===== src/rtl/asu_pkg.sv =====
package asu_pkg;

    localparam int DIGIT_W = 4;
    localparam int CELL_W  = DIGIT_W + 2;
    localparam logic [CELL_W-1:0] RADIX = CELL_W'(10);

    typedef enum logic {
        OP_ADD = 1'b0,
        OP_SUB = 1'b1
    } op_e;

    typedef enum logic {
        FLAG_LEGACY  = 1'b0,
        FLAG_REVISED = 1'b1
    } flavor_e;

endpackage


===== src/rtl/asu_bin_core.sv =====
module asu_bin_core
    import asu_pkg::*;
#(
    parameter int W = 8
) (
    input  logic [W-1:0] a_i,
    input  logic [W-1:0] m_i,
    input  logic         cin_i,
    input  op_e          op_i,
    output logic [W-1:0] res_o,
    output logic         cout_o,
    output logic         ovf_o
);
    localparam int MSB = W - 1;

    logic [W-1:0] opnd;
    logic [W:0]   wide;

    always_comb begin
        // subtract is add of the inverted operand; carry-in doubles as not-borrow
        opnd   = (op_i == OP_SUB) ? ~m_i : m_i;
        wide   = {1'b0, a_i} + {1'b0, opnd} + {{W{1'b0}}, cin_i};
        res_o  = wide[MSB:0];
        cout_o = wide[W];
        ovf_o  = (a_i[MSB] == opnd[MSB]) && (wide[MSB] != a_i[MSB]);
    end

endmodule


===== src/rtl/asu_dec_digit.sv =====
module asu_dec_digit
    import asu_pkg::*;
(
    input  logic [DIGIT_W-1:0] a_i,
    input  logic [DIGIT_W-1:0] m_i,
    input  op_e                op_i,
    input  logic               cin_i,
    output logic [DIGIT_W-1:0] dig_o,
    output logic [DIGIT_W-1:0] raw_o,
    output logic               cout_o
);
    logic [CELL_W-1:0] sum;
    logic [CELL_W-1:0] dif;
    logic [CELL_W-1:0] fix;

    always_comb begin
        sum = {2'b00, a_i} + {2'b00, m_i} + {{(CELL_W-1){1'b0}}, cin_i};
        dif = {2'b00, a_i} - {2'b00, m_i} - {{(CELL_W-1){1'b0}}, cin_i};
        if (op_i == OP_SUB) begin
            // cin/cout mean borrow here
            cout_o = dif[CELL_W-1];
            fix    = cout_o ? dif + RADIX : dif;
            raw_o  = dif[DIGIT_W-1:0];
        end else begin
            cout_o = (sum >= RADIX);
            fix    = cout_o ? sum - RADIX : sum;
            raw_o  = sum[DIGIT_W-1:0];
        end
        dig_o = fix[DIGIT_W-1:0];
    end

endmodule


===== src/rtl/asu_dec_chain.sv =====
module asu_dec_chain
    import asu_pkg::*;
#(
    parameter int DIGITS = 2
) (
    input  logic [DIGITS*DIGIT_W-1:0] a_i,
    input  logic [DIGITS*DIGIT_W-1:0] m_i,
    input  logic                      cin_i,
    input  op_e                       op_i,
    output logic [DIGITS*DIGIT_W-1:0] res_o,
    output logic                      cout_o,
    output logic [DIGIT_W-1:0]        top_raw_o
);
    logic [DIGITS:0]        link;
    logic [DIGIT_W-1:0]     raw [DIGITS];

    // flag carry in becomes a borrow for subtract
    assign link[0] = (op_i == OP_SUB) ? ~cin_i : cin_i;

    for (genvar g = 0; g < DIGITS; g++) begin : g_digit
        asu_dec_digit u_dig (
            .a_i    (a_i[g*DIGIT_W +: DIGIT_W]),
            .m_i    (m_i[g*DIGIT_W +: DIGIT_W]),
            .op_i   (op_i),
            .cin_i  (link[g]),
            .dig_o  (res_o[g*DIGIT_W +: DIGIT_W]),
            .raw_o  (raw[g]),
            .cout_o (link[g+1])
        );
    end

    assign cout_o    = (op_i == OP_SUB) ? ~link[DIGITS] : link[DIGITS];
    assign top_raw_o = raw[DIGITS-1];

endmodule


===== src/rtl/bcd_addsub.sv =====
module bcd_addsub
    import asu_pkg::*;
#(
    parameter int DIGITS = 2
) (
    input  logic                      clk,
    input  logic                      rst_n,
    input  logic [DIGITS*DIGIT_W-1:0] a_i,
    input  logic [DIGITS*DIGIT_W-1:0] m_i,
    input  logic                      carry_i,
    input  logic                      dec_i,
    input  logic                      sub_i,
    input  logic                      cmos_i,
    output logic [DIGITS*DIGIT_W-1:0] res_o,
    output logic                      neg_o,
    output logic                      ovf_o,
    output logic                      zero_o,
    output logic                      carry_o,
    output logic                      xcyc_o
);
    localparam int W   = DIGITS * DIGIT_W;
    localparam int MSB = W - 1;

    typedef struct packed {
        logic [W-1:0] res;
        logic         neg;
        logic         ovf;
        logic         zero;
        logic         cy;
        logic         xcyc;
    } out_t;

    out_t    st_d, st_q;
    op_e     op;
    flavor_e flavor;

    logic [W-1:0]       bin_res;
    logic               bin_cy;
    logic               bin_ovf;
    logic [W-1:0]       dec_res;
    logic               dec_cy;
    logic [DIGIT_W-1:0] dec_raw;

    assign op     = op_e'(sub_i);
    assign flavor = flavor_e'(cmos_i);

    asu_bin_core #(.W(W)) u_bin (
        .a_i    (a_i),
        .m_i    (m_i),
        .cin_i  (carry_i),
        .op_i   (op),
        .res_o  (bin_res),
        .cout_o (bin_cy),
        .ovf_o  (bin_ovf)
    );

    asu_dec_chain #(.DIGITS(DIGITS)) u_dec (
        .a_i       (a_i),
        .m_i       (m_i),
        .cin_i     (carry_i),
        .op_i      (op),
        .res_o     (dec_res),
        .cout_o    (dec_cy),
        .top_raw_o (dec_raw)
    );

    always_comb begin
        st_d = '0;
        if (dec_i) begin
            st_d.res = dec_res;
            st_d.cy  = dec_cy;
            if (op == OP_SUB) begin
                st_d.ovf = bin_ovf;
            end else begin
                // sign test on the top digit sum before its correction
                st_d.ovf = (a_i[MSB] == m_i[MSB]) && (m_i[MSB] != dec_raw[DIGIT_W-1]);
            end
        end else begin
            st_d.res = bin_res;
            st_d.cy  = bin_cy;
            st_d.ovf = bin_ovf;
        end

        if (flavor == FLAG_REVISED) begin
            st_d.zero = (st_d.res == '0);
            st_d.neg  = st_d.res[MSB];
            st_d.xcyc = dec_i;
        end else begin
            st_d.zero = (bin_res == '0);
            st_d.neg  = bin_res[MSB];
            st_d.xcyc = 1'b0;
        end
    end

    always_ff @(posedge clk) begin
        if (!rst_n) begin
            st_q <= '0;
        end else begin
            st_q <= st_d;
        end
    end

    assign res_o   = st_q.res;
    assign neg_o   = st_q.neg;
    assign ovf_o   = st_q.ovf;
    assign zero_o  = st_q.zero;
    assign carry_o = st_q.cy;
    assign xcyc_o  = st_q.xcyc;

endmodule


===== config.mk =====
export PLATFORM = sky130hd
export DESIGN_NAME = bcd_addsub
export DESIGN_NICKNAME = d
export VERILOG_FILES = /design/src/rtl/asu_pkg.sv /design/src/rtl/asu_bin_core.sv /design/src/rtl/asu_dec_digit.sv /design/src/rtl/asu_dec_chain.sv /design/src/rtl/bcd_addsub.sv
export SDC_FILE = /design/constraint.sdc
export NUM_CORES = 1
export LEC_CHECK = 0
export BUFFER_PORTS_ARGS = -buffer_cell sky130_fd_sc_hd__buf_2
export CAP_MARGIN = 15
export CELL_PAD_IN_SITES_DETAIL_PLACEMENT = 1
export CELL_PAD_IN_SITES_GLOBAL_PLACEMENT = 1
export CORE_AREA = 3 3 73 75
export DETAILED_ROUTE_END_ITERATION = 8
export DIE_AREA = 0 0 76 78
export GPL_TIMING_DRIVEN = 0
export PLACE_DENSITY_LB_ADDON = 0.1
export SLEW_MARGIN = 20
export SYNTH_ARGS = -nofsm -noshare
export SYNTH_HDL_FRONTEND = slang
export SYNTH_SLANG_ARGS = --single-unit

===== constraint.sdc =====
create_clock -name clk -period 6.7 [get_ports clk]
set_input_delay 0.67 -clock clk [delete_from_list [all_inputs] [get_ports clk]]
set_output_delay 0.67 -clock clk [all_outputs]
set_load 0.03 [all_outputs]

---- Word-level counts from Yosys, hierarchy flattened ----
Cells that the tools add are included.
cells by class
  $add $sub $neg .......................... 14
  $lt $le $gt $ge ......................... 2
  equality and inequality tests ........... 4
  mux-type cells .......................... 18
  bitwise operators ....................... 3
  reductions and logical operators ........ 5
operators by type and width
  kind                                                  number
  2-to-1 mux 4 bit                                      7
  zero test 8 bit                                       2
  2-to-1 mux 8 bit                                      2
  adder 5 x 1 -> 6 bit                                  2
  >= comparator 6 x 4 -> 1 bit (second input constant)  2
  subtractor 5 x 2 -> 6 bit                             2
  adder 4 x 4 -> 5 bit                                  2
  subtractor 4 x 4 -> 5 bit                             2
  adder 8 x 8 -> 9 bit                                  1
  adder 9 x 1 -> 9 bit                                  1
  2-to-1 mux 1 bit                                      9
  adder 4 bit (second input constant)                   2
  NOT 8 bit                                             1
  subtractor 4 bit (second input constant)              2
  == test 1 bit                                         2
  logical AND 1 bit                                     2
  != test 1 bit                                         2
  NOT 1 bit                                             2
  AND reduction 2 bit                                   1
word-level totals
  register bits after elaboration ......... 13
  bits of input ports ..................... 22
  output and inout bits ................... 13
  logic and storage cells ................. 52

---- Depth between registers and ports, before layout ----
Gate-level depths: netlist of the first run.
  word-level depth ........................ 12
  mapped depth ............................ 21

---- Hierarchy ----
From an unflattened synthesis of the first run, not the netlist that was laid out.
second synthesis, totals
  cell total of the unflattened synthesis .. 286
  area, all modules ....................... 2361.0 um^2
modules (own cells, without submodules)
  module                                  instances  cells an instance  area an instance (um^2)  sequential area each (um^2)
  asu_dec_digit (u_dec.g_digit[0].u_dig)  1          87                 666.9                    0.0
  asu_dec_digit (u_dec.g_digit[1].u_dig)  1          86                 661.9                    0.0
  bcd_addsub                              1          51                 549.3                    260.2
  asu_bin_core                            1          60                 465.4                    0.0
  asu_dec_chain                           1          2                  17.5                     0.0

---- Worst setup path after synthesis of the first run ----
OpenSTA, ideal clock, no wires.
  kind .................................... input -> register
  start ................................... input port sub_i
  end ..................................... register st_q, in the netlist zero_o
  setup time .............................. 0.084 ns
  arrival time ............................ 5.050 ns
  data required time ...................... 6.616 ns
  setup slack ............................. 1.565 ns
  stages on the path ...................... 20
  path buffers ............................ 2
  path through ............................ clkbuf_1 > buf_1 > xor2_1 > fa_1 > inv_1 > fa_1 > nand2_1 > a21oi_1 > a21oi_1 > fa_1 > inv_1 > fa_1 > xnor2_1 > and2_1 > o21ai_0 > o21ai_0 > xnor2_1 > mux2i_1 > a2111o_1 > o31ai_2
on the way
  word-level cells in the longest chain between the ends .. 11
RTL lines
  item                                                                      line                                      RTL
  from (decl)                                                               bcd_addsub.sv:12                          input logic sub_i,
  2-to-1 mux 1 bit                                                          asu_dec_chain.sv:18                       assign link[0] = (op_i == OP_SUB) ? ~cin_i : cin_i;
  adder 5 x 1 -> 6 bit                                                      asu_dec_digit.sv:17                       sum = {2'b00, a_i} + {2'b00, m_i} + {{(CELL_W-1){1'b0}}, cin_i};
  >= comparator 6 x 4 -> 1 bit                                              asu_dec_digit.sv:25                       cout_o = (sum >= RADIX);
  2-to-1 mux 1 bit                                                          asu_dec_digit.sv:19                       if (op_i == OP_SUB) begin
  adder 5 x 1 -> 6 bit / subtractor 5 x 2 -> 6 bit (equally long branches)  asu_dec_digit.sv:17, asu_dec_digit.sv:18
  >= comparator 6 x 4 -> 1 bit, or another cell as far along                asu_dec_digit.sv:25
  2-to-1 mux 4 bit, on equally long branches                                asu_dec_digit.sv:26, asu_dec_digit.sv:22
  2-to-1 mux 4 bit                                                          asu_dec_digit.sv:19
  2-to-1 mux 8 bit                                                          bcd_addsub.sv:69                          if (dec_i) begin
  zero test 8 bit                                                           bcd_addsub.sv:85                          st_d.zero = (st_d.res == '0);
  2-to-1 mux 1 bit (*)                                                      bcd_addsub.sv:84                          if (flavor == FLAG_REVISED) begin
  to (signal assigned)                                                      bcd_addsub.sv:99                          st_q <= st_d;
  to (decl)                                                                 bcd_addsub.sv:33                          out_t st_d, st_q;
Mark *: on every way between the ends. The rest lies on a longest branch, timed or not.
A chain may end at the register's enable or synchronous reset.

---- Worst setup path after layout of the first run ----
Same ends and word-level chain as after synthesis.

==> metrics.md, run 1 <==
| Metric | Value |
|---|---|
| Status | finished clean |
| Clock-pin slew on the worst setup and hold paths | 50 ps |
| Yosys Warn Count | 0 |
| Drt via density | 5.13 |
| Tmin final | 5860 ps |
| Port Buffers | 33 |
| Sequential Area | 260 um^2 |
| Placed Cells | 344 |
| Post-cts resize count | 0 |
| Dpl cell area | 2290 um^2 |
| Overflow after GRT | 0 |
| Mapped Area | 2040 um^2 |
| Post-detail-place hpwl | 4240 um |
| Hold_buf cts | 0 |
| Cell count after synthesis | 244 |
| CTS tree | built |
| Largest family of logic cells by synthesized area | adder cells |
| GPL Wtd Cong | 0.786 |
| Endpoints failing setup | 0 |
| Tot GR Track Use | 17.1% |
| Number of global-route vias before repair | 1796 |
| WL final | 4820 um |
| Initial DRT Pass Iterations | 4 |
| Crit path kind | input port to flop |
| Worst EP required | 6850 ps |
| Final Slew Violations | 0 |
| Area share of xor/xnor cells in the synthesized design | 14.3% |
| Proportion of synthesized area in mux cells | 5.15% |
| Htree depth | 1 |
| Hold Startpoint | rst_n |
| Die W | 76 um |
| Highest fanout seen on the critical path | 10 |
| Setup crit start | sub_i |
| Initial antenna violation count | 0 |
| Hold Path Class | input port to flop |
| FP Rows | 25 |
| Non-filler instance count after layout | 348 |
| Most frequent cells in the layout | buf_2, ha_1, inv_1 |
| Syn Area/Cell | 8.36 um^2 |
| Post-synthesis sequential area ratio | 12.8% |
| Die height | 78 um |
| Core Area | 4720 um^2 |
| Final core utilization | 49.4% |
| Drt wl/cell | 13.9 um |
| Post-synthesis simple-gate area fraction | 16.7% |
| Antenna Cells | 0 |
| Crit share post-route | 87.4% |
| Initial DRC Count | 57 |
| Synth async-reset ratio | 0% |
| Post-synth top flop | dfxtp_1 |
| #FFs+latches synth | 13 |
| Fillers | 603 |
| Slew @ Worst Pin | 701 ps |
| Setup crit start kind | input port |
| Initial Util | 43.2% |
| Slew HR | 53.3% |
| Most common cell after layout, fill and taps aside | buf_2 |
| Num CTS Buffers | 3 |
| First-pass GRT wire length | 8340 um |
| Footprint of the multi-input gates | 1650 um^2 |
| Synth top area share | 17.2% |
| Top post-synthesis cells by area | ha_1, dfxtp_1, fa_1, xnor2_1, xor2_1 |
| Synth cell types | 56 |
| Fin area | 2330 um^2 |
| Worst Setup End Kind | flop |
| Clk root buf | clkbuf_8 |
| FMAX | 171 MHz |
| Unrepaired setup endpoints after global routing | no |
| Nets | 340 |
| Die area | 5930 um^2 |
| Final WS setup | 842 ps |
| Cell type with the largest total area after synthesis | ha_1 |
| P per Cell Area | 196 nW/um^2 |
| Pre-CTS WS | 511 ps |
| Syn_nets | 302 |
| DRC errors left | 0 |
| Via count | 1785 |
| Largest net degree at the start of global routing | 11 |
| P&R area growth vs syn | 14.4% |
| Post-synth EDFFs | 0 |
| Worst-case clock buffer depth | 2 |
| Share of layout cells above drive strength 1 | 19.2% |
| Final Hold Viols | 0 |
| Setup TNS | 0 ps |
| Peak supply drop | 0.0000851 V |
| Leakage | 1.12 nW |
| Post-CTS setup buffer count | 0 |
| IO Pins | 35 |
| Total of max-cap violations | 0 |
| Clk sinks | 13 |
| Post-synthesis adder-cell area fraction | 25.0% |
| Post-route ant nets | 0 |
| Arrival time worst endpoint | 6010 ps |
| Compound-Gate Fraction of Synth Area | 19.6% |
area by class of cell:
cell class | count | share of cell area (%)
clock buffer | 4 | 1.93
sequential | 13 | 11.1
tap | 67 | 3.59
buffer | 7 | 1.50
inverter | 26 | 4.18
multi-input combinational | 198 | 70.6
timing repair buffer | 33 | 7.07
state kept, by name, indices dropped and copies added, names as in the netlist:
signal,cells
xcyc_o,1
neg_o,1
zero_o,1
carry_o,1
res_o,8
ovf_o,1
worst paths after layout:
check  endpoint  slack, ps  depth (start not counted)
max      zero_o        840                         21
min    res_o[3]        710                          2
cell usage after synthesis, types with 2 or more instances:
| master | count |
|---|---|
| mux2i_1 | 6 |
| fa_1 | 8 |
| nand3b_1 | 2 |
| a31oi_1 | 4 |
| o21ai_0 | 11 |
| xnor2_1 | 16 |
| or3_1 | 3 |
| inv_1 | 25 |
| a211o_1 | 2 |
| buf_1 | 2 |
| a21o_1 | 3 |
| o21bai_1 | 2 |
| mux2_2 | 3 |
| ha_1 | 28 |
| nand2_1 | 11 |
| a21oi_1 | 16 |
| o21a_1 | 3 |
| nor4_1 | 2 |
| nand3_1 | 4 |
| nand2b_1 | 4 |
| xor2_1 | 13 |
| nor2b_1 | 5 |
| nor3_1 | 3 |
| or2_2 | 2 |
| and2_1 | 3 |
| dfxtp_1 | 13 |
| nor2_1 | 19 |
| clkbuf_1 | 3 |
per-layer routing:
metal	up-vias	share of wire, %	routed length, um	global-route usage (%)
li1	922	-	-	-
met1	827	53	2530	25.5
met2	34	44	2100	26.6
met3	2	3.5	171	1.51
met4	0	0.39	19	4.35
met5	-	0	0	0
worst max-delay path, stage by stage:
cell       delay, ps
clkbuf_1         260
buf_1            580
xor2_1           290
fa_1             250
inv_1             60
fa_1             390
o21bai_1         140
a21o_1           240
a21oi_1           60
a21oi_1          300
fa_1             320
inv_1             70
fa_1             400
xnor2_1          290
and2_1           230
o21ai_0           80
o21ai_0          400
mux2_2           400
o221ai_1         130
o2111ai_1        200
o31ai_2          240
through the flow:
stage                     hold WS, ps  total power [mW]
after floorplan                   792             0.320
after global placement            959             0.387
after detailed placement          955             0.393
after CTS                         710             0.461
after global routing              720             0.502
final                             710             0.457
cells by family after synthesis:
logic type / count (synthesis)
flip-flops: 13
adder cells (fa/ha/maj): 36
buffers and inverters: 33
AND/OR/NAND/NOR: 65
multiplexers: 10
XOR/XNOR: 31
AO/OA/AOI/OAI: 56
power breakdown:
group | internal, mW | switching [mW] | leakage [nW]
sequential | 0.0890 | 0.00188 | 0.108
combinational | 0.126 | 0.174 | 0.992
clock | 0.0417 | 0.0240 | 0.0228
No activity file was read; power rests on OpenSTA's default activity.
==> inputs of run 2 (changes only) <==
--- a/config.mk
+++ b/config.mk
@@ -5,13 +5,14 @@
 export SDC_FILE = /design/constraint.sdc
 export NUM_CORES = 1
 export LEC_CHECK = 0
+export ABC_AREA = 1
 export BUFFER_PORTS_ARGS = -buffer_cell sky130_fd_sc_hd__buf_2
 export CAP_MARGIN = 15
 export CELL_PAD_IN_SITES_DETAIL_PLACEMENT = 1
 export CELL_PAD_IN_SITES_GLOBAL_PLACEMENT = 1
-export CORE_AREA = 3 3 73 75
+export CORE_AREA = 3 3 76 78
 export DETAILED_ROUTE_END_ITERATION = 8
-export DIE_AREA = 0 0 76 78
+export DIE_AREA = 0 0 79 81
 export GPL_TIMING_DRIVEN = 0
 export PLACE_DENSITY_LB_ADDON = 0.1
 export SLEW_MARGIN = 20
==> run 2 against run 1 <==
  * Total power decreased by 4.7%
  * Critical path depth increased by 3
  * Cell area increased by 2.5%
  * Worst setup slack improved by 680 ps
  * Critical endpoint unchanged
  * Largest power group unchanged
==> metrics.md, run 2 <==
| Metric | Value |
|---|---|
| Syn Area/Cell | 6.71 um^2 (-20%) |
| Clk root buf | clkbuf_8 |
| Synth cell types | 33 (-41%) |
| Post-route ant nets | 0 (unchanged) |
| Slew @ Worst Pin | 716 ps (+15.5 ps) |
| Clk sinks | 13 (unchanged) |
| Critical Path Max Stage Delay | 600 ps (+20 ps) |
| Buf/Inv on CP | 4 (unchanged) |
| FMAX | 193 MHz (+13%) |
| FP Rows | 26 (+4.0%) |
| Hold Path Class | input port to flop |
| P per Cell Area | 182 nW/um^2 (-7.0%) |
| Die W | 79 um (+3.9%) |
| Peak supply drop | 0.0000951 V (+12%) |
| Port Buffers | 32 (-3.0%) |
| Nets | 408 (+20%) |
| Critical Path, Cell by Cell | clkbuf_1 -> buf_1 -> xor2_1 -> fa_1 -> inv_1 -> fa_1 -> nand2_1 -> nand3_2 -> a31oi_1 -> fa_1 -> inv_1 -> fa_1 -> or2_4 -> nand2_4 -> nand2_1 -> nand3_2 -> nand2_2 -> nand2_2 -> nand2_1 -> o21ai_0 -> nand3_1 -> nand2_2 -> nand3_2 -> a21oi_2 |
| Largest net degree at the start of global routing | 11 (unchanged) |
| IO Pins | 35 (unchanged) |
| Most used cell, CP | fa_1 |
| Final Hold Viols | 0 (unchanged) |
| Post-synth top cells | nand2_1, inv_1, nand3_1, ha_1, nor2_1 |
| Total of max-cap violations | 0 (unchanged) |
| Dpl cell area | 2350 um^2 (+2.5%) |
| WL final | 5140 um (+6.7%) |
| Die height | 81 um (+3.8%) |
| Hold_buf cts | 0 (unchanged) |
| Drt wl/cell | 12.3 um (-11%) |
| Unrepaired setup endpoints after global routing | no |
| Overflow after GRT | 0 (unchanged) |
| Crit path kind | input port to flop |
| Number of global-route vias before repair | 2009 (+12%) |
| Syn_nets | 371 (+23%) |
| Via count | 2012 (+13%) |
| Post-CTS setup buffer count | 0 (unchanged) |
| CTS tree | built |
| Mapped Area | 2100 um^2 (+2.9%) |
| Synth top area share | 16.7% (-0.48 points) |
| Worst Setup End Kind | flop |
| #FFs+latches synth | 13 (unchanged) |
| Arrival time worst endpoint | 5340 ps (-670 ps) |
| Crit share post-route | 77.2% (-10 points) |
| P&R area growth vs syn | 13.9% |
| Final Slew Violations | 0 (unchanged) |
| Cell type with the largest total area after synthesis | ha_1 |
| Most common cell after layout, fill and taps aside | nand2_1 |
| WHS | 662 ps (-48.3 ps) |
| Endpoints failing setup | 0 (unchanged) |
| Drt via density | 4.80 (-6.4%) |
| First-pass GRT wire length | 8940 um (+7.1%) |
| GPL Wtd Cong | 0.828 (+5.4%) |
| Highest fanout seen on the critical path | 10 (unchanged) |
| Num CTS Buffers | 3 (unchanged) |
| Antenna Cells | 0 (unchanged) |
| Initial DRC Count | 62 (+8.8%) |
| Most frequent cells in the layout | nand2_1, inv_1, nand3_1 |
| Die area | 6400 um^2 (+7.9%) |
| Post-synth top flop | dfxtp_1 |
| Placed Cells | 415 (+21%) |
| DRC errors left | 0 (unchanged) |
| Core Area | 5140 um^2 (+8.8%) |
| Top-count cell post-synth | nand2_1 |
| Worst EP required | 6860 ps (about the same) |
| Post-synth EDFFs | 0 (unchanged) |
| Max reg flops | 8 (unchanged) |
| Post-synthesis sequential area ratio | 12.4% (-0.36 points) |
| Yosys Warn Count | 0 (unchanged) |
| Synth async-reset ratio | 0% (unchanged) |
| Non-filler instance count after layout | 419 (+20%) |
| Fin area | 2390 um^2 (+2.5%) |
| Cell count after synthesis | 313 (+28%) |
| Clock-pin slew on the worst setup and hold paths | 50 ps (about the same) |
| Initial Util | 40.8% (-2.4 points) |
| Share of layout cells above drive strength 1 | 18.9% (-0.31 points) |
| Slew HR | 52.3% (-1.0 points) |
| Post-cts resize count | 0 (unchanged) |
| Leakage | 1.34 nW (+19%) |
| Post-detail-place hpwl | 4710 um (+11%) |
| Setup TNS | 0 ps (unchanged) |
| Status | finished clean |
| Setup crit start kind | input port |
| Tot Pwr | 0.435 mW (-4.7%) |
| Slowest CP cell | buf_1 |
| Htree depth | 1 (unchanged) |
| Worst-case clock buffer depth | 2 (unchanged) |
| Tmin final | 5170 ps (-685 ps) |
| Initial DRT Pass Iterations | 4 (unchanged) |
| Initial antenna violation count | 0 (unchanged) |
| Crit path max-delay family | adder cells |
| Tot GR Track Use | 17.2% (+0.034 points) |
| Top post-synthesis cells by area | ha_1, nand2_1, dfxtp_1, inv_1, nand3_1 |
## run 2: cell types whose count changed after synthesis, moves of 6 or more
| cell | previous run | this run |
|---|---|---|
| nand2_1 | 11 | 73 |
| nand3_1 | 4 | 34 |
| inv_1 | 25 | 50 |
| xnor2_1 | 16 | 0 |
| a21oi_2 | 0 | 6 |
| nand3_2 | 1 | 7 |
## run 2: cells by family (layout without fill, tap and decap cells)
| group | Yosys count | after routing | share of synthesized area (%) |
|---|---|---|---|
| xor gates and xnor gates | 16 | 16 | 7.03 |
| AOI/OAI and AO/OA | 33 | 33 | 9.77 |
| DFF | 13 | 13 | 12.4 |
| adders and majority gates | 36 | 36 | 24.3 |
| buffers and inverters | 59 | 95 | 11.3 |
| and+or+nand+nor | 155 | 155 | 34.7 |
| muxes | 1 | 1 | 0.477 |
## run 2: per-stage QoR
stage,utilization [%],setup WS [ps]
floorplan,-,2120
global placement,45.7,1260
detailed placement,45.7,1220
CTS,46.5,1460
global route,46.5,1100
finish,46.5,1530
## run 2: report_power, final
group / internal [mW] / switching (mW) / total, mW
registers: 0.0880 / 0.00184 / 0.0898
clock network: 0.0416 / 0.0224 / 0.0640
logic: 0.102 / 0.180 / 0.282
## run 2: area by class of cell
cell class / count / area (um^2)
Clock buffer: 4 / 45.0
Sequential cell: 13 / 260
Fill cell: 719 / 2750
Tap cell: 70 / 87.6
Multi-Input combinational cell: 241 / 1600
Buffer: 6 / 37.5
Timing Repair Buffer: 32 / 160
Inverter: 53 / 199
## run 2: per-layer routing
metal	global-route usage (%)	part of all wire, %	up-vias
li1	-	-	1071
met1	24.6	53	905
met2	28.9	44	34
met3	0.887	3.2	2
met4	3.09	0.21	0
met5	0	0	-
## run 2: worst paths after layout
check	startpoint	end	slack, ps	cells after the start
min	rst_n	carry_o	660	3
max	sub_i	zero_o	1530	24
